**src/rtl/alarm_match_pkg.sv**
```systemverilog
package alarm_match_pkg;
  localparam int unsigned NUM_FIELDS = 4;
  localparam int unsigned BCD_W      = 8;

  // Enable bit position per field; the order is part of the pin contract.
  typedef enum int unsigned {
    FLD_SEC  = 0,
    FLD_MIN  = 1,
    FLD_HOUR = 2,
    FLD_DATE = 3
  } field_idx_e;
endpackage

```
**src/rtl/alarm_field_cmp.sv**
```systemverilog
module alarm_field_cmp #(
  parameter int unsigned W = 8
) (
  input  logic [W-1:0] live,
  input  logic [W-1:0] target,
  input  logic         enable,
  output logic         hit
);
  // A masked field never blocks the alarm.
  always_comb hit = !enable || (live == target);
endmodule

```
**src/rtl/alarm_match_reduce.sv**
```systemverilog
module alarm_match_reduce #(
  parameter int unsigned N = 4
) (
  input  logic [N-1:0] hits,
  input  logic [N-1:0] enables,
  output logic         match
);
  // At least one field must be armed, otherwise all-masked would fire every tick.
  always_comb match = (&hits) && (|enables);
endmodule

```
**src/rtl/alarm_flag_reg.sv**
```systemverilog
module alarm_flag_reg (
  input  logic clk,
  input  logic rst_n,
  input  logic set,
  input  logic clr,
  output logic flag
);
  always_ff @(posedge clk or negedge rst_n) begin
    if (!rst_n)   flag <= 1'b0;
    else if (set) flag <= 1'b1;   // set beats clear
    else if (clr) flag <= 1'b0;
  end
endmodule

```
**src/rtl/alarm_matcher.sv**
```systemverilog
module alarm_matcher #(
  parameter int unsigned FIELD_W = alarm_match_pkg::BCD_W
) (
  input  logic               clk,
  input  logic               rst_n,
  input  logic               tick,
  input  logic [FIELD_W-1:0] cur_date,
  input  logic [FIELD_W-1:0] cur_hour,
  input  logic [FIELD_W-1:0] cur_min,
  input  logic [FIELD_W-1:0] cur_sec,
  input  logic [FIELD_W-1:0] alm_date,
  input  logic [FIELD_W-1:0] alm_hour,
  input  logic [FIELD_W-1:0] alm_min,
  input  logic [FIELD_W-1:0] alm_sec,
  input  logic [3:0]         alm_en,
  input  logic               flag_clr,
  input  logic               irq_en,
  output logic               alarm_flag,
  output logic               irq
);
  import alarm_match_pkg::*;
  localparam int unsigned NF = NUM_FIELDS;

  logic [FIELD_W-1:0] live_v [NF];
  logic [FIELD_W-1:0] tgt_v  [NF];
  logic [NF-1:0]      hit_v;
  logic               all_match;
  logic               set_now;

  always_comb begin
    live_v[FLD_SEC]  = cur_sec;
    live_v[FLD_MIN]  = cur_min;
    live_v[FLD_HOUR] = cur_hour;
    live_v[FLD_DATE] = cur_date;
    tgt_v[FLD_SEC]   = alm_sec;
    tgt_v[FLD_MIN]   = alm_min;
    tgt_v[FLD_HOUR]  = alm_hour;
    tgt_v[FLD_DATE]  = alm_date;
  end

  for (genvar gi = 0; gi < NF; gi++) begin : g_cmp
    alarm_field_cmp #(.W(FIELD_W)) u_cmp (
      .live   (live_v[gi]),
      .target (tgt_v[gi]),
      .enable (alm_en[gi]),
      .hit    (hit_v[gi])
    );
  end

  alarm_match_reduce #(.N(NF)) u_reduce (
    .hits    (hit_v),
    .enables (alm_en),
    .match   (all_match)
  );

  always_comb set_now = tick && all_match;

  alarm_flag_reg u_flag (
    .clk   (clk),
    .rst_n (rst_n),
    .set   (set_now),
    .clr   (flag_clr),
    .flag  (alarm_flag)
  );

  always_comb irq = alarm_flag && irq_en;
endmodule

```
**config.mk**
```make
export PLATFORM = sky130hd
export DESIGN_NAME = alarm_matcher
export DESIGN_NICKNAME = d
export VERILOG_FILES = /design/src/rtl/alarm_match_pkg.sv /design/src/rtl/alarm_field_cmp.sv /design/src/rtl/alarm_match_reduce.sv /design/src/rtl/alarm_flag_reg.sv /design/src/rtl/alarm_matcher.sv
export SDC_FILE = /design/constraint.sdc
export NUM_CORES = 1
export LEC_CHECK = 0
export BUFFER_PORTS_ARGS = -buffer_cell sky130_fd_sc_hd__buf_2
export CORE_MARGIN = 3
export CORE_UTILIZATION = 26
export CTS_CLUSTER_DIAMETER = 80
export DETAILED_ROUTE_END_ITERATION = 12
export GPL_TIMING_DRIVEN = 0
export PLACE_DENSITY = 0.87
export SYNTH_ARGS = -nofsm -noshare
export SYNTH_HDL_FRONTEND = slang
export SYNTH_HIERARCHICAL = 1
export SYNTH_SLANG_ARGS = --single-unit
```
**constraint.sdc**
```tcl
create_clock -name clk -period 0.8 [get_ports clk]
set_input_delay 0.04 -clock clk [delete_from_list [all_inputs] [get_ports clk]]
set_output_delay 0.04 -clock clk [all_outputs]
set_load 0.05 [all_outputs]
```
# After elaboration in Yosys (flattened, before gate mapping)
# Index checks and enable logic that the tools add are counted.
[classes] reduce_logical=14 eq_ne=4 n_mux=2
[ops] operator="equality test 8 bit" count=4
[ops] operator="zero test 1 bit" count=4
[ops] operator="logical OR 1 bit" count=4
[ops] operator="AND reduction 4 bit" count=1
[ops] operator="OR reduction 4 bit" count=1
[ops] operator="logical AND 1 bit" count=3
[ops] operator="two-way mux 1 bit" count=2
[ops] operator="nonzero test 2 bit" count=1
[totals] regBits=1 wordCells=21 output_inout_bits=2 inputBits=73

# Logic depth before layout (Yosys ltp)
[depth] depth_word=6 mapped_depth=7 depth_no_buf=7

# Modules after synthesis
# Netlist, hierarchy kept.
[modules_own_cells] mod="alarm_field_cmp" instances=4 area_per_inst_um2=87.6 seq_area_each_um2=0.0 cells_per_inst=11
[modules_own_cells] mod="alarm_flag_reg" instances=1 area_per_inst_um2=36.3 seq_area_each_um2=25.0 cells_per_inst=3
[modules_own_cells] mod="alarm_match_reduce" instances=1 area_per_inst_um2=22.5 seq_area_each_um2=0.0 cells_per_inst=3
[modules_own_cells] mod="alarm_matcher" instances=1 area_per_inst_um2=12.5 seq_area_each_um2=0.0 cells_per_inst=2

# Worst setup path after synthesis
# No wires, ideal clock.
[synth_path] path_type="register to output" startpoint="register u_flag.flag" endpoint="output port irq" path_buffers=0 arrival_time_ns=1.117 required_ns=0.760 slack_ns=-0.357 stages_incl_launch_ff=2 path_cell_list="dfrtp_1 and2_1"
[synth_between] elab_chain_cells=1
[synth_rtl] item="start, declared" line_no="alarm_flag_reg.sv:6" text="output logic flag"
[synth_rtl] item="start signal, assigned" line_no="alarm_flag_reg.sv:9" text="if (!rst_n) flag <= 1'b0;"
[synth_rtl] item="start signal, assigned" line_no="alarm_flag_reg.sv:10" text="else if (set) flag <= 1'b1;"
[synth_rtl] item="start signal, assigned" line_no="alarm_flag_reg.sv:11" text="else if (clr) flag <= 1'b0;"
[synth_rtl] item="logical AND 1 bit" line_no="alarm_matcher.sv:66" text="always_comb irq = alarm_flag && irq_en;"
[synth_rtl] item="end, declared" line_no="alarm_matcher.sv:19" text="output logic irq"
# Every way passes these cells.

# Worst setup path after layout
[layout_path] startpoint="input port cur_sec[2]" endpoint="register u_flag.flag"
[layout_between] elab_chain_cells=6 word_cells_on_any_way=7 cone_classes="eq/ne: 1; mux: 1; reduce/logical: 5"
[layout_rtl] item="start, declared" line_no="alarm_matcher.sv:10" text="input logic [FIELD_W-1:0] cur_sec,"
[layout_rtl] item="equality test 8 bit (*)" line_no="alarm_field_cmp.sv:10" text="always_comb hit = !enable || (live == target);"
[layout_rtl] item="logical OR 1 bit (*)" line_no="alarm_field_cmp.sv:10"
[layout_rtl] item="named net hit_v[0]" line_no="alarm_matcher.sv:26" text="logic [NF-1:0] hit_v;"
[layout_rtl] item="AND reduction 4 bit (*)" line_no="alarm_match_reduce.sv:9" text="always_comb match = (&hits) && (|enables);"
[layout_rtl] item="logical AND 1 bit (*)" line_no="alarm_match_reduce.sv:9"
[layout_rtl] item="named net all_match" line_no="alarm_matcher.sv:27" text="logic all_match;"
[layout_rtl] item="logical AND 1 bit (*)" line_no="alarm_matcher.sv:56" text="always_comb set_now = tick && all_match;"
[layout_rtl] item="named net set_now" line_no="alarm_matcher.sv:28" text="logic set_now;"
[layout_rtl] item="two-way mux 1 bit or nonzero test 2 bit (tied branches)"
# Mark *: on every way through the listed nets, which the timed path passes. The rest lies on a longest branch.
# A chain may end at the register's enable or synchronous reset.

==> flow_metrics.tcl <==
set metrics [dict create \
    synth.top_cell.area_share 0.6647 \
    ys_ff_latch 1 \
    ios 75 \
    port_buffers 74 \
    crit_required_ns 0.73 \
    ys_seq_area_frac 0.05935 \
    cp_max_fo 1 \
    largest_reg_flops 1 \
    wl_per_cell_um 12.02 \
    final_cell_mix "59 x buf_2, 20 x xnor2_1, 15 x buf_6, 12 x xnor2_2, 9 x nand4_1" \
    antennaDiodeCount 0 \
    worstHoldPathType "input port to flop" \
    max-slew-margin-rel 0.8349 \
    yosysWarnings 6 \
    wl_met2_mm 1.033 \
    cp-end-kind "flop" \
    outcome "complete, but fails checks" \
    yosys-top-cells-area "xnor2_1 66%, nand4_1 13%, dfrtp_1 5.9%" \
    reg2reg_from "u_flag/flag" \
    core-area_sq_mm 0.001415 \
    violations "negative setup slack" \
    ant_nets 0 \
    topRoutingLayerUsed "met3" \
    grt_pass1_wl_mm 2.111 \
    cp_data_arrival_time_ns 0.96 \
    insertion_delay_ns 0 \
    post-place-ws_ns -0.2743 \
    start_util 0.2980 \
    fin_nets 202 \
    wl_mm 1.707 \
    fin_util 0.7153 \
    die_h_um 46.27 \
    min_from "flag_clr" \
    grt_max_degree 4 \
    drv_slew 0 \
    syn_inst 52 \
    rsz0062_at_grt "yes" \
    rows 13 \
    avgSynthCellArea_sq_um 8.109 \
    ir_drop_mv 0.2890 \
    cts_setup_buffers 0 \
    hold_violations 0 \
    die_w_um 46.27 \
    finalSetupViolCount 1 \
    start_kind "input port" \
    routabilityCongestion 0.7024 \
    yosysTopAreaCell "xnor2_1" \
    clock_skew_ns 0 \
    whs_ns 0.3204 \
    firstDrtPassIters 1 \
    top_register "u_flag/flag" \
    ys_types 9 \
    syn_area_sq_um 421.7 \
    viasPerCell 4.627 \
    reg.largest.list "u_flag/flag: 1 flops" \
    crit_type "input port to flop" \
    maxCapViolations 0 \
    antenna_found_initial 0 \
    setup_tns_ns -0.2320 \
    drive_gt1_frac 0.7087 \
    fmax_mhz 969.0 \
    worst_pin_slew_ns 0.2493 \
    finalCriticalPeriod_ns 1.032 \
    worstSetupStartpoint "cur_sec[2]" \
    grt.total_usage 0.1292 \
    area_growth_syn_to_layout_pct 140.1 \
    final_common_cell "buf_2" \
    die_area_sq_mm 0.002141 \
    grt_pass1_vias 601 \
    wirelength_met1_um 429 \
    clk_pin_slew_worst_paths_ns 0 \
    wl_met3_um 244 \
    drc 0 \
    timing.final.crit_share 1.290 \
    synth_nets 125 \
    fin_ws_ns -0.2320 \
    num_vias 657 \
    drt_iter0_drc 0 \
    p_leak_nw 0.5121 \
    overflow 0 \
    power.density_mw_per_mm2 555.4 \
]
-- metal layers --
metal | track usage | vias to the layer above
li1 | - | 330
met1 | 0.1073 | 284
met2 | 0.3077 | 43
met3 | 0.01953 | 0
met4 | 0 | 0
met5 | 0 | -
-- synth_stat cells (all sizes together) --
cell	number
nor4	1
a21o	1
xnor2	32
dfrtp	1
nand4	9
and2	2
nor2	1
o21ai	4
inv	1
-- path summary, 6_finish.rpt --
kind | cells past startpoint | end | slack [ns]
min reg2reg | 1 | u_flag/flag | 0.51
min in group asynchronous | 2 | u_flag/flag | 0.35
max reg2reg | 1 | u_flag/flag | 0.11
max in group asynchronous | 2 | u_flag/flag | 0.35
max | 8 | u_flag/flag | -0.23
min | 3 | u_flag/flag | 0.32
-- area by class of cell --
class                           count  area [sq um]
Tap cell                           15         18.77
Timing Repair Buffer               75         474.2
Multi-Input combinational cell     50         489.2
Fill cell                         117         402.9
Sequential cell                     1         26.28
Inverter                            1         3.754
-- cell families (layout without fill, tap and decap cells) --
kind of cell	after synthesis	count (layout)	share of synthesized area
AND/OR/NAND/NOR	13	13	0.2018
flip-flops	1	1	0.05934
buffers and inverters	1	76	0.008894
AO/OA/AOI/OAI	5	5	0.06529
XOR/XNOR	32	32	0.6647
-- stage by stage --
step | power, mW | cell area (sq um) | std cells
final | 0.5622 | 1012 | 142
after global routing | 0.5967 | 1012 | 142
after CTS | 0.5226 | 944.7 | 142
after detailed placement | 0.4519 | 814.5 | 141
after global placement | 0.4356 | 814.5 | 141
after floorplan | 0.2312 | 425.4 | 52
-- power by group --
part | switching, mW | total, mW | internal, mW
sequential | 0.00146 | 0.0552 | 0.0537
clock | 0 | 0 | 0
combinational | 0.174 | 0.507 | 0.333
-- what timing repair did --
action,4_1_cts,5_1_grt
pin swaps,22,12
resized for setup,18,10
endpoints found under the hold margin,1,0
hold buffers,1,0
endpoints found under the setup margin,1,1
-- critical path: stages --
cell     delay, ns
buf_6         0.10
xnor2_2       0.13
nand4_1       0.14
o21ai_2       0.16
nand4_1       0.09
nor2_1        0.09
and2_1        0.12
a21o_1        0.08
Note: power is estimated with default switching activity, not from simulation.
